<file path="src/rtl/lct_pkg.sv">
package lct_pkg;
  typedef enum logic [1:0] {
    OP_SPEC   = 2'd0,
    OP_STORE  = 2'd1,
    OP_VERIFY = 2'd2,
    OP_BRVFY  = 2'd3
  } lct_op_e;

  typedef enum logic [1:0] {
    ST_IDLE = 2'd0,
    ST_REQ  = 2'd1,
    ST_WAIT = 2'd2
  } lct_state_e;
endpackage

</file>
<file path="src/rtl/lct_pick.sv">
// Chooses the slot a speculative load writes: its own tag's slot first,
// then the lowest free slot, then the slot holding the oldest record.
module lct_pick #(
  parameter int ENTRIES = 8,
  localparam int IW = $clog2(ENTRIES)
) (
  input  logic [ENTRIES-1:0] vld,
  input  logic [ENTRIES-1:0] match,
  input  logic [ENTRIES-1:0] oldest,
  output logic [IW-1:0]      slot
);
  logic [IW-1:0] m_idx, f_idx, o_idx;
  logic          m_any, f_any;

  always_comb begin
    m_idx = '0;
    f_idx = '0;
    o_idx = '0;
    m_any = 1'b0;
    f_any = 1'b0;
    for (int i = ENTRIES - 1; i >= 0; i--) begin
      if (match[i]) begin
        m_idx = IW'(i);
        m_any = 1'b1;
      end
      if (!vld[i]) begin
        f_idx = IW'(i);
        f_any = 1'b1;
      end
      if (oldest[i]) o_idx = IW'(i);
    end
    if (m_any)      slot = m_idx;
    else if (f_any) slot = f_idx;
    else            slot = o_idx;
  end
endmodule

</file>
<file path="src/rtl/lct_table.sv">
// Record storage: tag, address, conflict flag and age rank per slot.
// Live ranks always form 0..count-1; rank ENTRIES-1 marks the oldest when full.
module lct_table #(
  parameter int ENTRIES = 8,
  parameter int TAG_W   = 6,
  parameter int ADDR_W  = 32,
  localparam int IW = $clog2(ENTRIES),
  localparam int AGW = IW + 1
) (
  input  logic               clk,
  input  logic               rst_n,
  input  logic [TAG_W-1:0]   look_tag,
  output logic               look_hit,
  output logic               look_conf,
  input  logic               alloc_en,
  input  logic [ADDR_W-1:0]  alloc_addr,
  input  logic               inv_en,
  input  logic               st_en,
  input  logic [ADDR_W-1:0]  st_addr,
  output logic [ENTRIES-1:0] ent_valid
);
  logic [ENTRIES-1:0]  vld, conf, match, oldest;
  logic [TAG_W-1:0]    tag_q  [ENTRIES];
  logic [ADDR_W-1:0]   addr_q [ENTRIES];
  logic [AGW-1:0]      age_q  [ENTRIES];
  logic [IW-1:0]       wslot, hslot;
  logic [AGW-1:0]      wage, hage;

  genvar g;
  generate
    for (g = 0; g < ENTRIES; g++) begin : g_cmp
      assign match[g]  = vld[g] && (tag_q[g] == look_tag);
      assign oldest[g] = vld[g] && (age_q[g] == AGW'(ENTRIES - 1));
    end
  endgenerate

  always_comb begin
    hslot = '0;
    for (int i = ENTRIES - 1; i >= 0; i--)
      if (match[i]) hslot = IW'(i);
  end

  assign look_hit  = |match;
  assign look_conf = |(match & conf);
  assign ent_valid = vld;
  assign hage      = age_q[hslot];
  assign wage      = vld[wslot] ? age_q[wslot] : AGW'(ENTRIES);

  lct_pick #(.ENTRIES(ENTRIES)) u_pick (
    .vld   (vld),
    .match (match),
    .oldest(oldest),
    .slot  (wslot)
  );

  always_ff @(posedge clk) begin
    if (!rst_n) begin
      vld  <= '0;
      conf <= '0;
      for (int i = 0; i < ENTRIES; i++) begin
        tag_q[i]  <= '0;
        addr_q[i] <= '0;
        age_q[i]  <= '0;
      end
    end else if (alloc_en) begin
      for (int i = 0; i < ENTRIES; i++) begin
        if (IW'(i) == wslot) begin
          vld[i]    <= 1'b1;
          conf[i]   <= 1'b0;
          tag_q[i]  <= look_tag;
          addr_q[i] <= alloc_addr;
          age_q[i]  <= '0;
        end else if (vld[i] && age_q[i] < wage) begin
          age_q[i] <= age_q[i] + 1'b1;
        end
      end
    end else if (inv_en && look_hit) begin
      for (int i = 0; i < ENTRIES; i++) begin
        if (IW'(i) == hslot) vld[i] <= 1'b0;
        else if (vld[i] && age_q[i] > hage) age_q[i] <= age_q[i] - 1'b1;
      end
    end else if (st_en) begin
      for (int i = 0; i < ENTRIES; i++)
        if (vld[i] && addr_q[i] == st_addr) conf[i] <= 1'b1;
    end
  end
endmodule

</file>
<file path="src/rtl/lct_fsm.sv">
// Command sequencing and the single outstanding memory read.
module lct_fsm
  import lct_pkg::*;
#(
  parameter int TAG_W  = 6,
  parameter int ADDR_W = 32,
  parameter int DATA_W = 32
) (
  input  logic              clk,
  input  logic              rst_n,
  input  logic              cmd_valid,
  output logic              cmd_ready,
  input  logic [1:0]        cmd_op,
  input  logic [TAG_W-1:0]  cmd_tag,
  input  logic [ADDR_W-1:0] cmd_addr,
  input  logic              look_hit,
  input  logic              look_conf,
  output logic              alloc_en,
  output logic              inv_en,
  output logic              st_en,
  output logic              mem_req_valid,
  input  logic              mem_req_ready,
  output logic [ADDR_W-1:0] mem_req_addr,
  input  logic              mem_rsp_valid,
  input  logic [DATA_W-1:0] mem_rsp_data,
  output logic              res_valid,
  output logic [TAG_W-1:0]  res_tag,
  output logic [DATA_W-1:0] res_data,
  output logic              stall,
  output logic              vfy_clean,
  output logic              br_valid,
  output logic              br_taken
);
  lct_state_e        state;
  lct_op_e           op;
  logic              acc, conflict, reiss;
  logic [TAG_W-1:0]  tag_q;
  logic [ADDR_W-1:0] addr_q;

  assign op        = lct_op_e'(cmd_op);
  assign cmd_ready = (state == ST_IDLE);
  assign acc       = cmd_valid && cmd_ready;
  assign conflict  = !look_hit || look_conf;
  assign alloc_en  = acc && (op == OP_SPEC);
  assign st_en     = acc && (op == OP_STORE);
  assign inv_en    = acc && (op == OP_VERIFY || op == OP_BRVFY);

  assign mem_req_valid = (state == ST_REQ);
  assign mem_req_addr  = addr_q;
  assign stall         = reiss && (state != ST_IDLE);

  always_ff @(posedge clk) begin
    if (!rst_n) begin
      state     <= ST_IDLE;
      reiss     <= 1'b0;
      tag_q     <= '0;
      addr_q    <= '0;
      res_valid <= 1'b0;
      res_tag   <= '0;
      res_data  <= '0;
      vfy_clean <= 1'b0;
      br_valid  <= 1'b0;
      br_taken  <= 1'b0;
    end else begin
      res_valid <= 1'b0;
      vfy_clean <= 1'b0;
      br_valid  <= 1'b0;
      br_taken  <= 1'b0;
      unique case (state)
        ST_IDLE: begin
          if (acc) begin
            unique case (op)
              OP_SPEC: begin
                state  <= ST_REQ;
                reiss  <= 1'b0;
                tag_q  <= cmd_tag;
                addr_q <= cmd_addr;
              end
              OP_VERIFY: begin
                if (conflict) begin
                  state  <= ST_REQ;
                  reiss  <= 1'b1;
                  tag_q  <= cmd_tag;
                  addr_q <= cmd_addr;
                end else begin
                  vfy_clean <= 1'b1;
                end
              end
              OP_BRVFY: begin
                br_valid <= 1'b1;
                br_taken <= conflict;
              end
              default: ;
            endcase
          end
        end
        ST_REQ: if (mem_req_ready) state <= ST_WAIT;
        ST_WAIT: begin
          if (mem_rsp_valid) begin
            state     <= ST_IDLE;
            reiss     <= 1'b0;
            res_valid <= 1'b1;
            res_tag   <= tag_q;
            res_data  <= mem_rsp_data;
          end
        end
        default: state <= ST_IDLE;
      endcase
    end
  end
endmodule

</file>
<file path="src/rtl/ldst_conflict_table.sv">
module ldst_conflict_table #(
  parameter int ENTRIES = 8,
  parameter int TAG_W   = 6,
  parameter int ADDR_W  = 32,
  parameter int DATA_W  = 32
) (
  input  logic              clk,
  input  logic              rst_n,
  input  logic              cmd_valid,
  output logic              cmd_ready,
  input  logic [1:0]        cmd_op,
  input  logic [TAG_W-1:0]  cmd_tag,
  input  logic [ADDR_W-1:0] cmd_addr,
  output logic              mem_req_valid,
  input  logic              mem_req_ready,
  output logic [ADDR_W-1:0] mem_req_addr,
  input  logic              mem_rsp_valid,
  input  logic [DATA_W-1:0] mem_rsp_data,
  output logic              res_valid,
  output logic [TAG_W-1:0]  res_tag,
  output logic [DATA_W-1:0] res_data,
  output logic              stall,
  output logic              vfy_clean,
  output logic              br_valid,
  output logic              br_taken
);
  logic               look_hit, look_conf, alloc_en, inv_en, st_en;
  logic [ENTRIES-1:0] ent_valid;

  lct_table #(
    .ENTRIES(ENTRIES), .TAG_W(TAG_W), .ADDR_W(ADDR_W)
  ) u_tab (
    .clk       (clk),
    .rst_n     (rst_n),
    .look_tag  (cmd_tag),
    .look_hit  (look_hit),
    .look_conf (look_conf),
    .alloc_en  (alloc_en),
    .alloc_addr(cmd_addr),
    .inv_en    (inv_en),
    .st_en     (st_en),
    .st_addr   (cmd_addr),
    .ent_valid (ent_valid)
  );

  lct_fsm #(
    .TAG_W(TAG_W), .ADDR_W(ADDR_W), .DATA_W(DATA_W)
  ) u_fsm (
    .clk          (clk),
    .rst_n        (rst_n),
    .cmd_valid    (cmd_valid),
    .cmd_ready    (cmd_ready),
    .cmd_op       (cmd_op),
    .cmd_tag      (cmd_tag),
    .cmd_addr     (cmd_addr),
    .look_hit     (look_hit),
    .look_conf    (look_conf),
    .alloc_en     (alloc_en),
    .inv_en       (inv_en),
    .st_en        (st_en),
    .mem_req_valid(mem_req_valid),
    .mem_req_ready(mem_req_ready),
    .mem_req_addr (mem_req_addr),
    .mem_rsp_valid(mem_rsp_valid),
    .mem_rsp_data (mem_rsp_data),
    .res_valid    (res_valid),
    .res_tag      (res_tag),
    .res_data     (res_data),
    .stall        (stall),
    .vfy_clean    (vfy_clean),
    .br_valid     (br_valid),
    .br_taken     (br_taken)
  );
endmodule

</file>
<file path="config.mk">
export PLATFORM = sky130hd
export DESIGN_NAME = ldst_conflict_table
export DESIGN_NICKNAME = d
export VERILOG_FILES = /design/src/rtl/lct_pkg.sv /design/src/rtl/lct_pick.sv /design/src/rtl/lct_table.sv /design/src/rtl/lct_fsm.sv /design/src/rtl/ldst_conflict_table.sv
export SDC_FILE = /design/constraint.sdc
export NUM_CORES = 1
export LEC_CHECK = 0
export ABC_AREA = 1
export BUFFER_PORTS_ARGS = -buffer_cell sky130_fd_sc_hd__buf_2
export CAP_MARGIN = 20
export CORE_ASPECT_RATIO = 0.75
export CORE_MARGIN = 2
export CORE_UTILIZATION = 30
export DETAILED_ROUTE_END_ITERATION = 10
export GPL_TIMING_DRIVEN = 0
export PLACE_DENSITY = 0.54
export SYNTH_ARGS = -nofsm -noshare
export SYNTH_HDL_FRONTEND = slang
export SYNTH_SLANG_ARGS = --single-unit
export TNS_END_PERCENT = 30
</file>
<file path="constraint.sdc">
create_clock -name clk -period 4.03 [get_ports clk]
set_clock_uncertainty 0.2 [all_clocks]
set_input_delay 0.403 -clock clk [delete_from_list [all_inputs] [get_ports clk]]
set_output_delay 0.403 -clock clk [all_outputs]
set_load 0.03 [all_outputs]
</file>
==> summary.txt, run 1 <==
Layout
  – Count of non-filler cells in the finished layout: 3821
  – Nets: 2959
  – Syn-to-layout area delta: 26.9%
  – Total area of sequential cells: 12100 um2
  – Area used by multi-input combinational logic: 10000 um2
  – Layout cell share with drive strength beyond 1: 21.4%
  – Total of fill cells in the finished design: 7317

Floorplan
  – Core area: 73900 um2
  – Die outline area: 77300 um2
  – Floorplan die height: 241 um
  – Die W: 320 um
  – Core Rows: 86
  – Ports placed on the boundary: 154
  – Starting density of the core: 30.5%

Placement
  – Worst setup slack after placement: -1.39 ns
  – Final HPWL DP: 66.6 mm
  – Port Buffer Count: 134
  – Number of cells after detailed placement: 3586
  – RD Place Congestion: 1.01

Yosys
  – Post-synthesis share of cell area spent on and, or, nand and nor gates: 19.2%
  – FFs w/ async S/R, synth: 0%
  – Number of synthesized register bits: 435
  – Leading area contributor after synthesis: sky130_fd_sc_hd__edfxtp_1
  – Largest family of logic cells by synthesized area: simple AND/OR/NAND/NOR gates
  – Count of warnings emitted by yosys: 0
  – Area share of the leading cell type in the synthesized netlist: 44.8%
  – Post-synthesis cell area: 22500 um2
  – Most common flop cell mapped by yosys: sky130_fd_sc_hd__edfxtp_1
  – Dominant cell by count in the synthesized netlist: sky130_fd_sc_hd__nand2_1
  – Fraction of synthesized area in multiplexers: 0%
  – Number of flops mapped to enable cells by yosys: 336
  – Leading post-synthesis cells by cell area: sky130_fd_sc_hd__edfxtp_1 (45%), sky130_fd_sc_hd__dfxtp_1 (8.8%), sky130_fd_sc_hd__nand2_1 (6.6%)
  – Net count of the mapped netlist: 2625
  – Sequential cell area fraction in the yosys report: 53.6%
  – Synthesized area divided by synthesized cell count: 9.10 um2
  – Number of distinct standard cells referenced by the synthesized netlist: 58
  – Gate Count Post-Synth: 2476
  – Most used standard cells in the synthesized netlist: sky130_fd_sc_hd__nand2_1 (395), sky130_fd_sc_hd__nor2_1 (368), sky130_fd_sc_hd__edfxtp_1 (336)
  – Adder-cell share of the synthesized area: 4.00%
  – Compound-gate portion of the synthesized area: 12.5%
  – XOR/XNOR share of the synthesized area: 3.81%

Timing
  – Shortest clock period the worst path allows after layout: 4.21 ns
  – Share of the clock period used by the worst path after layout: 105%
  – Tightest Pin Transition: 1.15 ns
  – Maximum clock frequency: 237 MHz
  – Number of slew-limit violations in the final report: 0
  – Setup-violating endpoint count in the final report: 53
  – RSZ-0062 raised after global routing: yes
  – Final setup slack of the worst path: -0.184 ns
  – Final Hold Violating Endpoints: 0
  – Relative max-transition margin: 23.2%

Worst setup path
  – Required arrival time at the worst endpoint: 4.28 ns
  – Kind of start point of the critical path: flop
  – Worst-case reg-to-reg path depth: 23
  – Critical setup path kind: reg2reg
  – Cell at the slowest stage of the critical path: sky130_fd_sc_hd__a2111oi_4
  – Worst path cell trace: xnor2_2, nand3_2, nor3_4, buf_4, buf_6, nor2_4, o21ai_2, nand2_4, inv_4, nor2_4, a221oi_4, a32o_2, clkinv_4, ha_4, inv_2, nor2_1, o211ai_1, a2111oi_4, nand2_1, nor2_1, inv_1, nor2_1, o21bai_1
  – Nature of the critical path endpoint: flop
  – Worst path arrival time: 4.47 ns
  – Cell type with the highest occurrence count on the critical path: sky130_fd_sc_hd__nor2_1
  – Critical path's largest stage delay: 0.44 ns
  – Critical-path maximum fanout: 9

Global route
  – Pin count of the biggest net entering global routing: 33
  – Number of global-route vias before repair: 18396
  – Number of antenna violations at the first check in global routing: 3
  – Overall Global Routing Usage: 23.2%
  – Global-route wire length before repair: 130 mm
  – GRT Residual Overflow: 0

CTS
  – Num CTS Buffers: 49
  – CTS H-Tree Depth: 2
  – Number of buffers between clock root and the deepest sink: 3
  – Root buffer cell: sky130_fd_sc_hd__clkbuf_16
  – Clock latency at the later pin of the worst-skew pair: 0.61 ns
  – TritonCTS clock tree: done
  – Clock transition at the registers of the reported paths: 0.06 ns
  – Clock sink count: 435

Drt
  – Detailed-route wire length per cell: 24.4 um
  – Iteration-0 DRC count of the detailed router: 3008
  – Via density per instance: 5.38
  – Final ANT Viol Nets: 0
  – DRC violation count after routing: 0
  – Routed wire length: 93.3 mm
  – DRT Pass-1 Iters: 6
  – Total number of vias: 20553

Hold path
  – Worst min path class: in2reg
  – Count of cells along the worst hold path: 3

Status
  – Status: complete, but fails checks
  – Violations in the final reports: setup timing

Power
  – Power consumption: 11.0 mW
  – Leakage component of the power: 11.4 nW
  – Worst voltage drop across the vdd grid: 0.000317 V
  – Power density cells: 384 nW/um2

Run
  – Max-cap violation count: 0
[worst paths after layout]
path                                    startpoint                              to  slack (ns)
hold / removal                          cmd_tag[2]     u_fsm.tag_q[2]$_SDFFE_PN0P_        0.04
setup / recovery  u_tab.tag_q[0][19]$_SDFFCE_PN0P_     u_tab.age_q[6][3]$_DFFE_PP_       -0.18
setup reg to reg  u_tab.tag_q[0][19]$_SDFFCE_PN0P_     u_tab.age_q[6][3]$_DFFE_PP_       -0.18
hold reg to reg     u_fsm.res_data[1]$_SDFFE_PN0P_  u_fsm.res_data[1]$_SDFFE_PN0P_        0.24
[flip-flops by register name (all words and copies together), names as in the netlist, 2 cells and up]
| register | cells |
|---|---|
| u_tab.age_q | 32 |
| u_fsm.res_data | 32 |
| u_fsm.tag_q | 6 |
| u_fsm.mem_req_addr | 32 |
| u_tab.ent_valid | 8 |
| u_fsm.res_tag | 6 |
| u_fsm.state | 2 |
| u_tab.addr_q | 256 |
| u_tab.tag_q | 48 |
| u_tab.conf | 8 |
[power by group]
part           total [mW]  internal (mW)  switching, mW  leakage (nW)
registers            5.17           5.03          0.140          4.23
clock network        4.40           2.42           1.98         0.742
logic                1.39          0.430          0.965          6.43
total                11.0           7.88           3.09          11.4
[placed cells by master (no fill, tap or decap), types with 73 or more instances in the layout]
cell type                    n
sky130_fd_sc_hd__dfxtp_1    92
sky130_fd_sc_hd__nand2_1   360
sky130_fd_sc_hd__nor2_1    345
sky130_fd_sc_hd__nand3_1    73
sky130_fd_sc_hd__a21oi_1   100
sky130_fd_sc_hd__inv_1     236
sky130_fd_sc_hd__buf_4      90
sky130_fd_sc_hd__clkbuf_1   74
sky130_fd_sc_hd__o21ai_0   153
sky130_fd_sc_hd__buf_2     158
sky130_fd_sc_hd__edfxtp_1  336
[layout make-up]
| cell class | count | area share (%) |
|---|---|---|
| flip-flops and latches | 435 | 42.3 |
| multi-input cells | 1648 | 35.0 |
| repair buffers | 284 | 7.45 |
| clock buffers | 66 | 4.72 |
| well taps | 968 | 4.24 |
| inverters | 281 | 3.85 |
| plain buffers | 111 | 1.86 |
| clock inverters | 25 | 0.582 |
| diodes | 3 | 0.0263 |
[metal layers]
layer  global-route usage [%]  vias to the layer above  wire length, um
met5                        0                        -               10
met4                     6.57                        2             2710
met3                     7.86                      163            14000
met2                     31.5                     1408            36100
met1                     34.4                     9760            40500
li1                         -                     9220                -
[worst max-delay path: cells and delay by family, from the launching register on]
family / cells / cell delay [ns]
compound gates: 6 / 1.28
simple gates: 9 / 1.10
buf+inv: 6 / 0.62
fa+ha+maj: 1 / 0.28
flops: 1 / 0.40
xor+xnor: 1 / 0.18
[stage by stage]
stage                     utilization, %  cell area (um2)  setup TNS, ns  hold slack [ns]
after floorplan                        -            22500              0            0.230
after global placement              33.0            24400        -677.98            0.229
after detailed placement            33.3            24600        -336.13            0.232
after CTS                           37.2            27500          -1.33          0.00902
after global routing                38.7            28600         -14.12           0.0570
final                               38.7            28600          -4.39           0.0366
[repair_timing]
action / CTS / global route
gates cloned: 1 / 1
hold endpoints to repair: 36 / 0
hold buffers: 37 / 0
setup endpoints to repair: 616 / 250
setup buffers: 58 / 46
pin swaps: 55 / 72
gates resized for setup: 145 / 155
[logic make-up after synthesis]
logic type | Yosys count
simple gates | 1006
compound gates | 471
flops | 435
buf+inv | 394
xor+xnor | 98
fa+ha+maj | 72
Power figures use the tool's default switching activity.
==> run 2, diff against run 1 <==
Settings changed: ABC_AREA 1 to 0.
==> run 2 against run 1 <==
Net effect:
- the run still ends with setup timing left
- critical endpoint is now u_tab.age_q[3][2]$_SDFFCE_PN0P_
- wire length is 10% lower
- register-to-register slack got worse by 1.2 ns
- via count down 12%
- non-clock buffer count is 5 higher
- highest routed layer is now met4
- critical path type unchanged
==> summary.txt, run 2 <==
CTS
  – CTS H-Tree Depth: 2
  – Number of buffers between clock root and the deepest sink: 3
  – Num CTS Buffers: 49
  – Clock transition at the registers of the reported paths: 0.06 ns
  – Clock sink count: 435
  – Clock latency at the later pin of the worst-skew pair: 0.62 ns
  – Root buffer cell: sky130_fd_sc_hd__clkbuf_16
  – TritonCTS clock tree: done

Worst setup path
  – Critical path's largest stage delay: 0.51 ns
  – Largest delay share family, worst path: simple AND/OR/NAND/NOR gates
  – Kind of start point of the critical path: flop
  – Nature of the critical path endpoint: flop
  – Worst-case reg-to-reg path depth: 21
  – Worst path buffer plus inverter count: 4
  – Worst path arrival time: 5.53 ns
  – Critical setup path kind: reg2reg
  – Required arrival time at the worst endpoint: 4.14 ns
  – Worst path cell trace: ha_4, and4b_2, or4_1, o211ai_1, buf_4, a311oi_4, o311a_4, clkbuf_16, buf_6, nand2_2, o211ai_1, and3_4, o21ai_4, ha_4, a21oi_2, nor2b_1, or4b_4, a21oi_4, buf_6, nand2_1, nand4_1
  – Number of gates on the worst path with buffers counted: 21
  – Cell at the slowest stage of the critical path: sky130_fd_sc_hd__or4_1
  – Critical-path maximum fanout: 7

Layout
  – Post-layout util: 39.0%
  – Syn-to-layout area delta: 28.8%
  – Commonest cells after routing, fill and taps aside: sky130_fd_sc_hd__edfxtp_1 (336), sky130_fd_sc_hd__nor2_1 (318), sky130_fd_sc_hd__xnor2_1 (183)
  – Registers with the most flip-flops: u_tab.addr_q: 256 flops, u_tab.tag_q: 48 flops
  – Most frequent standard cell in the layout excluding fill and tap cells: sky130_fd_sc_hd__edfxtp_1
  – Layout cell share with drive strength beyond 1: 21.6%
  – Register with the most flip-flops: u_tab.addr_q
  – Nets: 2587
  – Count of non-filler cells in the finished layout: 3447
  – Number of antenna repair diodes: 0
  – Largest register FFs: 256

Timing
  – Final setup slack of the worst path: -1.39 ns
  – Shortest clock period the worst path allows after layout: 5.42 ns
  – Number of slew-limit violations in the final report: 0
  – Relative max-transition margin: 21.8%
  – Maximum clock frequency: 185 MHz
  – Share of the clock period used by the worst path after layout: 134%
  – Tightest Pin Transition: 1.17 ns
  – RSZ-0062 raised after global routing: yes
  – Final Hold Violating Endpoints: 0
  – Setup-violating endpoint count in the final report: 130

Yosys
  – Count of warnings emitted by yosys: 0
  – Synthesized area divided by synthesized cell count: 10.6 um2
  – Sequential cell area fraction in the yosys report: 54.2%
  – Leading area contributor after synthesis: sky130_fd_sc_hd__edfxtp_1
  – Post-synthesis cell area: 22300 um2
  – Gate Count Post-Synth: 2104
  – Adder-cell share of the synthesized area: 4.05%
  – Most used standard cells in the synthesized netlist: sky130_fd_sc_hd__edfxtp_1 (336), sky130_fd_sc_hd__nor2_1 (330), sky130_fd_sc_hd__nand2_1 (194)
  – Largest family of logic cells by synthesized area: simple AND/OR/NAND/NOR gates
  – Fraction of synthesized area in multiplexers: 2.36%
  – Number of flops mapped to enable cells by yosys: 336
  – Post-synthesis share of cell area spent on and, or, nand and nor gates: 16.6%
  – XOR/XNOR share of the synthesized area: 11.8%
  – Number of distinct standard cells referenced by the synthesized netlist: 81
  – Most common flop cell mapped by yosys: sky130_fd_sc_hd__edfxtp_1
  – Dominant cell by count in the synthesized netlist: sky130_fd_sc_hd__edfxtp_1
  – FFs w/ async S/R, synth: 0%
  – Compound-gate portion of the synthesized area: 7.27%
  – Leading post-synthesis cells by cell area: sky130_fd_sc_hd__edfxtp_1 (45%), sky130_fd_sc_hd__dfxtp_1 (8.9%), sky130_fd_sc_hd__xnor2_1 (7.3%)
  – Net count of the mapped netlist: 2253
  – Area share of the leading cell type in the synthesized netlist: 45.3%
  – Number of synthesized register bits: 435

Floorplan
  – Die outline area: 76400 um2
  – Core Rows: 86
  – Starting density of the core: 30.3%
  – Die W: 319 um
  – Core area: 73500 um2
  – Floorplan die height: 240 um
  – Ports placed on the boundary: 154

Drt
  – Detailed-route wire length per cell: 24.3 um
  – Via density per instance: 5.26
  – Iteration-0 DRC count of the detailed router: 1760
  – Total number of vias: 18117
  – Routed wire length: 83.9 mm
  – DRT Pass-1 Iters: 5
  – DRC violation count after routing: 0
  – Final ANT Viol Nets: 0

Global route
  – Global-route wire length before repair: 120 mm
  – Number of antenna violations at the first check in global routing: 0
  – Pin count of the biggest net entering global routing: 33
  – GRT Residual Overflow: 0
  – Number of global-route vias before repair: 17688
  – Overall Global Routing Usage: 21.5%

Placement
  – Final HPWL DP: 59.3 mm
  – Port Buffer Count: 115
  – Number of cells after detailed placement: 3202
  – RD Place Congestion: 0.939

Power
  – Leakage component of the power: 10.6 nW
  – Worst voltage drop across the vdd grid: 0.000289 V
  – Power density cells: 389 nW/um2

Hold path
  – Count of cells along the worst hold path: 3
  – Worst min path class: in2reg

Run
  – Max-cap violation count: 0

Status
  – Violations in the final reports: setup timing
  – Status: complete, but fails checks
## run 2: changes by cell type after synthesis, moves of 18 or more
cell	before	now
sky130_fd_sc_hd__a21oi_1	111	93
sky130_fd_sc_hd__a221oi_1	29	5
sky130_fd_sc_hd__clkbuf_1	71	93
sky130_fd_sc_hd__inv_1	261	83
sky130_fd_sc_hd__mux2i_1	0	48
sky130_fd_sc_hd__nand2_1	395	194
sky130_fd_sc_hd__nand3_1	87	25
sky130_fd_sc_hd__nand4_1	38	77
sky130_fd_sc_hd__nor2_1	368	330
sky130_fd_sc_hd__nor4_1	24	45
sky130_fd_sc_hd__o21ai_0	167	47
sky130_fd_sc_hd__o22ai_1	66	3
sky130_fd_sc_hd__xnor2_1	28	186
sky130_fd_sc_hd__xor2_1	70	115
## run 2: cells by family after synthesis
| kind of cell | count (synthesis) |
|---|---|
| AO/OA/AOI/OAI | 254 |
| XOR/XNOR | 301 |
| adder cells (fa/ha/maj) | 72 |
| buffers and inverters | 201 |
| flip-flops | 435 |
| multiplexers | 51 |
| AND/OR/NAND/NOR | 790 |
## run 2: final cells by class
cell class | count | area [um2]
clock buffer | 71 | 1450
tap | 968 | 1210
clock inverter | 21 | 198
fill | 7075 | 44800
inverter | 83 | 314
multi-input combinational | 1469 | 10500
buffer | 117 | 647
sequential | 435 | 12100
timing repair buffer | 283 | 2290
## run 2: final timing paths
path | start | endpoint | slack (ns)
min reg2reg | u_fsm.res_data[21]$_SDFFE_PN0P_ | u_fsm.res_data[21]$_SDFFE_PN0P_ | 0.25
min | cmd_addr[17] | u_fsm.mem_req_addr[17]$_SDFFE_PN0P_ | 0.08
max reg2reg | u_tab.age_q[3][0]$_SDFFCE_PN0P_ | u_tab.age_q[3][2]$_SDFFCE_PN0P_ | -1.39
max | u_tab.age_q[3][0]$_SDFFCE_PN0P_ | u_tab.age_q[3][2]$_SDFFCE_PN0P_ | -1.39
## run 2: per-stage QoR
| stage | hold WS, ns | total power [mW] | cell area [um2] | TNS (ns) | setup slack (ns) |
|---|---|---|---|---|---|
| after floorplan | 0.227 | 5.93 | 22600 | -42.94 | -0.917 |
| after global placement | 0.241 | 6.36 | 24300 | -903.00 | -2.87 |
| after detailed placement | 0.243 | 6.40 | 24600 | -462.26 | -2.44 |
| after CTS | 0.0570 | 11.2 | 28000 | -84.38 | -1.37 |
| after global routing | 0.138 | 11.5 | 28700 | -110.22 | -1.56 |
| final | 0.0800 | 11.1 | 28700 | -91.00 | -1.39 |
## run 2: layer usage
metal | vias to the layer above | wire [um] | share of wire [%] | global-route usage [%]
li1 | 8119 | - | - | -
met1 | 9003 | 37200 | 44 | 31.0
met2 | 865 | 34400 | 41 | 30.5
met3 | 130 | 9960 | 12 | 6.72
met4 | 0 | 2360 | 2.8 | 6.78
met5 | - | 0 | 0 | 0
## run 2: what timing repair did
item / CTS / global route
endpoints found under the hold margin: 42 / 0
buffers inserted: 76 / 41
resized for setup: 156 / 86
hold buffers: 42 / 0
pin swaps: 43 / 45
cloned: 2 / 1
setup endpoints to repair: 643 / 560
## run 2: power breakdown
group	internal, mW	switching (mW)	leakage, nW
logic	0.511	0.876	5.53
clock network	2.66	1.96	0.816
registers	5.02	0.115	4.22
total	8.19	2.95	10.6
## run 2: worst register-to-register path: cells and delay by family, from the launching register on
family | cells | cell delay [ns]
simple gates | 8 | 1.87
flops | 1 | 0.45
compound gates | 7 | 1.53
fa+ha+maj | 2 | 0.46
buf+inv | 4 | 0.60
==> run 3, diff against run 2 <==
Settings changed: ABC_CLOCK_PERIOD_IN_PS from default to 4030, REMOVE_ABC_BUFFERS from default to 1, SKIP_CTS_REPAIR_TIMING from default to 1.
==> run 3 against run 2 <==
Net effect:
- the run still ends with setup timing left
- clock-buffer cell count decreased by 9
- first-iteration DRC count increased by 10%
- utilization decreased by 0.22 points
- final area decreased by 0.55%
- highest routed layer unchanged
==> summary.txt, run 3 (synthesized netlist as in run 2, its figures left out) <==
Layout
  – Nets: 2544
  – Largest register FFs: 256
  – Most frequent standard cell in the layout excluding fill and tap cells: sky130_fd_sc_hd__edfxtp_1
  – Register with the most flip-flops: u_tab.addr_q
  – Post-layout util: 38.8%
  – Layout cell share with drive strength beyond 1: 22.3%
  – Total area of sequential cells: 12100 um2
  – Design Area, Final: 28500 um2
  – Area used by multi-input combinational logic: 10500 um2
  – Number of antenna repair diodes: 0
  – Total of fill cells in the finished design: 7086
  – Commonest cells after routing, fill and taps aside: sky130_fd_sc_hd__edfxtp_1 (336), sky130_fd_sc_hd__nor2_1 (321), sky130_fd_sc_hd__xnor2_1 (186)
  – Syn-to-layout area delta: 28.0%
  – Registers with the most flip-flops: u_tab.addr_q: 256 flops, u_tab.tag_q: 48 flops
  – Count of non-filler cells in the finished layout: 3401

Status
  – Violations in the final reports: setup timing
  – Status: complete, but fails checks

Timing
  – Final Hold Violating Endpoints: 0
  – Number of slew-limit violations in the final report: 0
  – Maximum clock frequency: 185 MHz
  – Post-Route Hold Slack: 0.00429 ns
  – Final setup slack of the worst path: -1.37 ns
  – Setup-violating endpoint count in the final report: 218
  – Share of the clock period used by the worst path after layout: 134%
  – Tightest Pin Transition: 0.927 ns
  – Relative max-transition margin: 37.6%
  – Shortest clock period the worst path allows after layout: 5.40 ns
  – RSZ-0062 raised after global routing: yes

Power
  – Net load switching power: 2.84 mW
  – Sequential Power Share: 47.2%
  – Proportion of total power due to net switching: 26.0%
  – Clock power frac: 40.5%
  – Power density cells: 382 nW/um2
  – Combinational Power Share: 12.3%
  – Leakage component of the power: 10.6 nW
  – Cell Int Power: 8.05 mW
  – Worst voltage drop across the vdd grid: 0.000300 V

Global route
  – Pin count of the biggest net entering global routing: 70
  – Number of antenna violations at the first check in global routing: 1
  – GRT Residual Overflow: 0
  – Global-route wire length before repair: 109 mm
  – Overall Global Routing Usage: 19.0%
  – Number of global-route vias before repair: 16205

Drt
  – Iteration-0 DRC count of the detailed router: 1943
  – DRT Pass-1 Iters: 5
  – Routed wire length: 80.1 mm
  – Detailed-route wire length per cell: 23.5 um
  – Final ANT Viol Nets: 0
  – Via density per instance: 5.28
  – DRC violation count after routing: 0
  – Total number of vias: 17943

Placement
  – Port Buffer Count: 153
  – Worst setup slack after placement: -2.77 ns
  – RD Place Congestion: 0.918
  – Number of cells after detailed placement: 3137
  – Area of placed instances: 24300 um2
  – Final HPWL DP: 52.9 mm

Worst setup path
  – Cell at the slowest stage of the critical path: sky130_fd_sc_hd__or4b_4
  – Critical-path maximum fanout: 8
  – Worst path cell trace: ha_2, and4b_2, or4_1, o211ai_1, buf_4, a311oi_2, buf_4, buf_6, o311a_4, mux2i_2, mux4_2, and2_4, ha_4, nor2b_4, or4b_4, a21oi_4, nand2b_1, nor3_1, a21oi_1, o221ai_1
  – Kind of start point of the critical path: flop
  – Largest delay share family, worst path: simple AND/OR/NAND/NOR gates
  – Worst path arrival time: 5.62 ns
  – Critical setup path kind: reg2reg
  – Cell type with the highest occurrence count on the critical path: sky130_fd_sc_hd__buf_4
  – Worst path buffer plus inverter count: 3
  – Nature of the critical path endpoint: flop
  – Critical path's largest stage delay: 0.50 ns
  – Required arrival time at the worst endpoint: 4.25 ns

Hold path
  – Worst min path class: in2reg

CTS
  – Number of buffers between clock root and the deepest sink: 3
  – Clock sink count: 435
  – Clock latency at the later pin of the worst-skew pair: 0.61 ns
  – TritonCTS clock tree: done
  – CTS H-Tree Depth: 2
  – Clock transition at the registers of the reported paths: 0.06 ns
  – Num CTS Buffers: 47
  – Root buffer cell: sky130_fd_sc_hd__clkbuf_16

Floorplan
  – Die outline area: 76400 um2
  – Ports placed on the boundary: 154
  – Floorplan die height: 240 um
  – Core Rows: 86
  – Core area: 73500 um2
  – Die W: 319 um
  – Starting density of the core: 30.3%

Run
  – Max-cap violation count: 0
==> run 3: per-stage QoR <==
| step | power [mW] | setup TNS, ns |
|---|---|---|
| after floorplan | 5.83 | -286.23 |
| after global placement | 6.29 | -1821.11 |
| after detailed placement | 6.34 | -536.40 |
| after CTS | 10.7 | -536.29 |
| after global routing | 11.2 | -124.80 |
| final | 10.9 | -93.01 |
==> run 3: layout make-up <==
| cell class | count | share of cell area [%] |
|---|---|---|
| Sequential cell | 435 | 42.4 |
| Clock buffer | 62 | 4.54 |
| Timing Repair Buffer | 354 | 10.2 |
| Tap cell | 968 | 4.25 |
| Clock inverter | 25 | 0.838 |
| Inverter | 83 | 1.10 |
| Multi-Input combinational cell | 1474 | 36.7 |
==> run 3: power groups by stage <==
stage | clock (mW) | combinational, mW | sequential [mW]
6_report | 4.41 | 1.34 | 5.14
5_1_grt | 4.65 | 1.43 | 5.16
4_1_cts | 4.46 | 1.11 | 5.14
3_5_place_dp | 0 | 1.10 | 5.24
3_3_place_gp | 0 | 1.05 | 5.24
2_1_floorplan | 0 | 0.584 | 5.25
==> run 3: worst paths after layout <==
check	endpoint	depth (start not counted)	slack, ns	from
setup / recovery	u_tab.age_q[3][3]$_SDFFCE_PN0P_	20	-1.37	u_tab.age_q[3][1]$_SDFFCE_PN0P_
setup reg to reg	u_tab.age_q[3][3]$_SDFFCE_PN0P_	20	-1.37	u_tab.age_q[3][1]$_SDFFCE_PN0P_
hold reg to reg	u_fsm.res_tag[2]$_SDFFE_PN0P_	2	0.25	u_fsm.tag_q[2]$_SDFFE_PN0P_
hold / removal	u_fsm.vfy_clean$_SDFF_PN0_	2	0.004	cmd_op[0]
==> run 3: worst register-to-register path, stage by stage, from the launching register on <==
cell                       delay (ns)
sky130_fd_sc_hd__edfxtp_1        0.46
sky130_fd_sc_hd__ha_2            0.24
sky130_fd_sc_hd__and4b_2         0.26
sky130_fd_sc_hd__or4_1           0.47
sky130_fd_sc_hd__o211ai_1        0.19
sky130_fd_sc_hd__buf_4           0.16
sky130_fd_sc_hd__a311oi_2        0.09
sky130_fd_sc_hd__buf_4           0.17
sky130_fd_sc_hd__buf_6           0.12
sky130_fd_sc_hd__o311a_4         0.43
sky130_fd_sc_hd__mux2i_2         0.20
sky130_fd_sc_hd__mux4_2          0.47
sky130_fd_sc_hd__and2_4          0.23
sky130_fd_sc_hd__ha_4            0.23
sky130_fd_sc_hd__nor2b_4         0.12
sky130_fd_sc_hd__or4b_4          0.50
sky130_fd_sc_hd__a21oi_4         0.21
sky130_fd_sc_hd__nand2b_1        0.10
sky130_fd_sc_hd__nor3_1          0.14
sky130_fd_sc_hd__a21oi_1         0.06
sky130_fd_sc_hd__o221ai_1        0.19
==> run 3: routing by layer <==
layer,part of all wire (%),vias up,global-route usage (%)
met2,43,895,28.4
met1,45,8896,28.2
met5,0,-,0
li1,-,8041,-
met3,10,111,4.28
met4,1.9,0,3.65
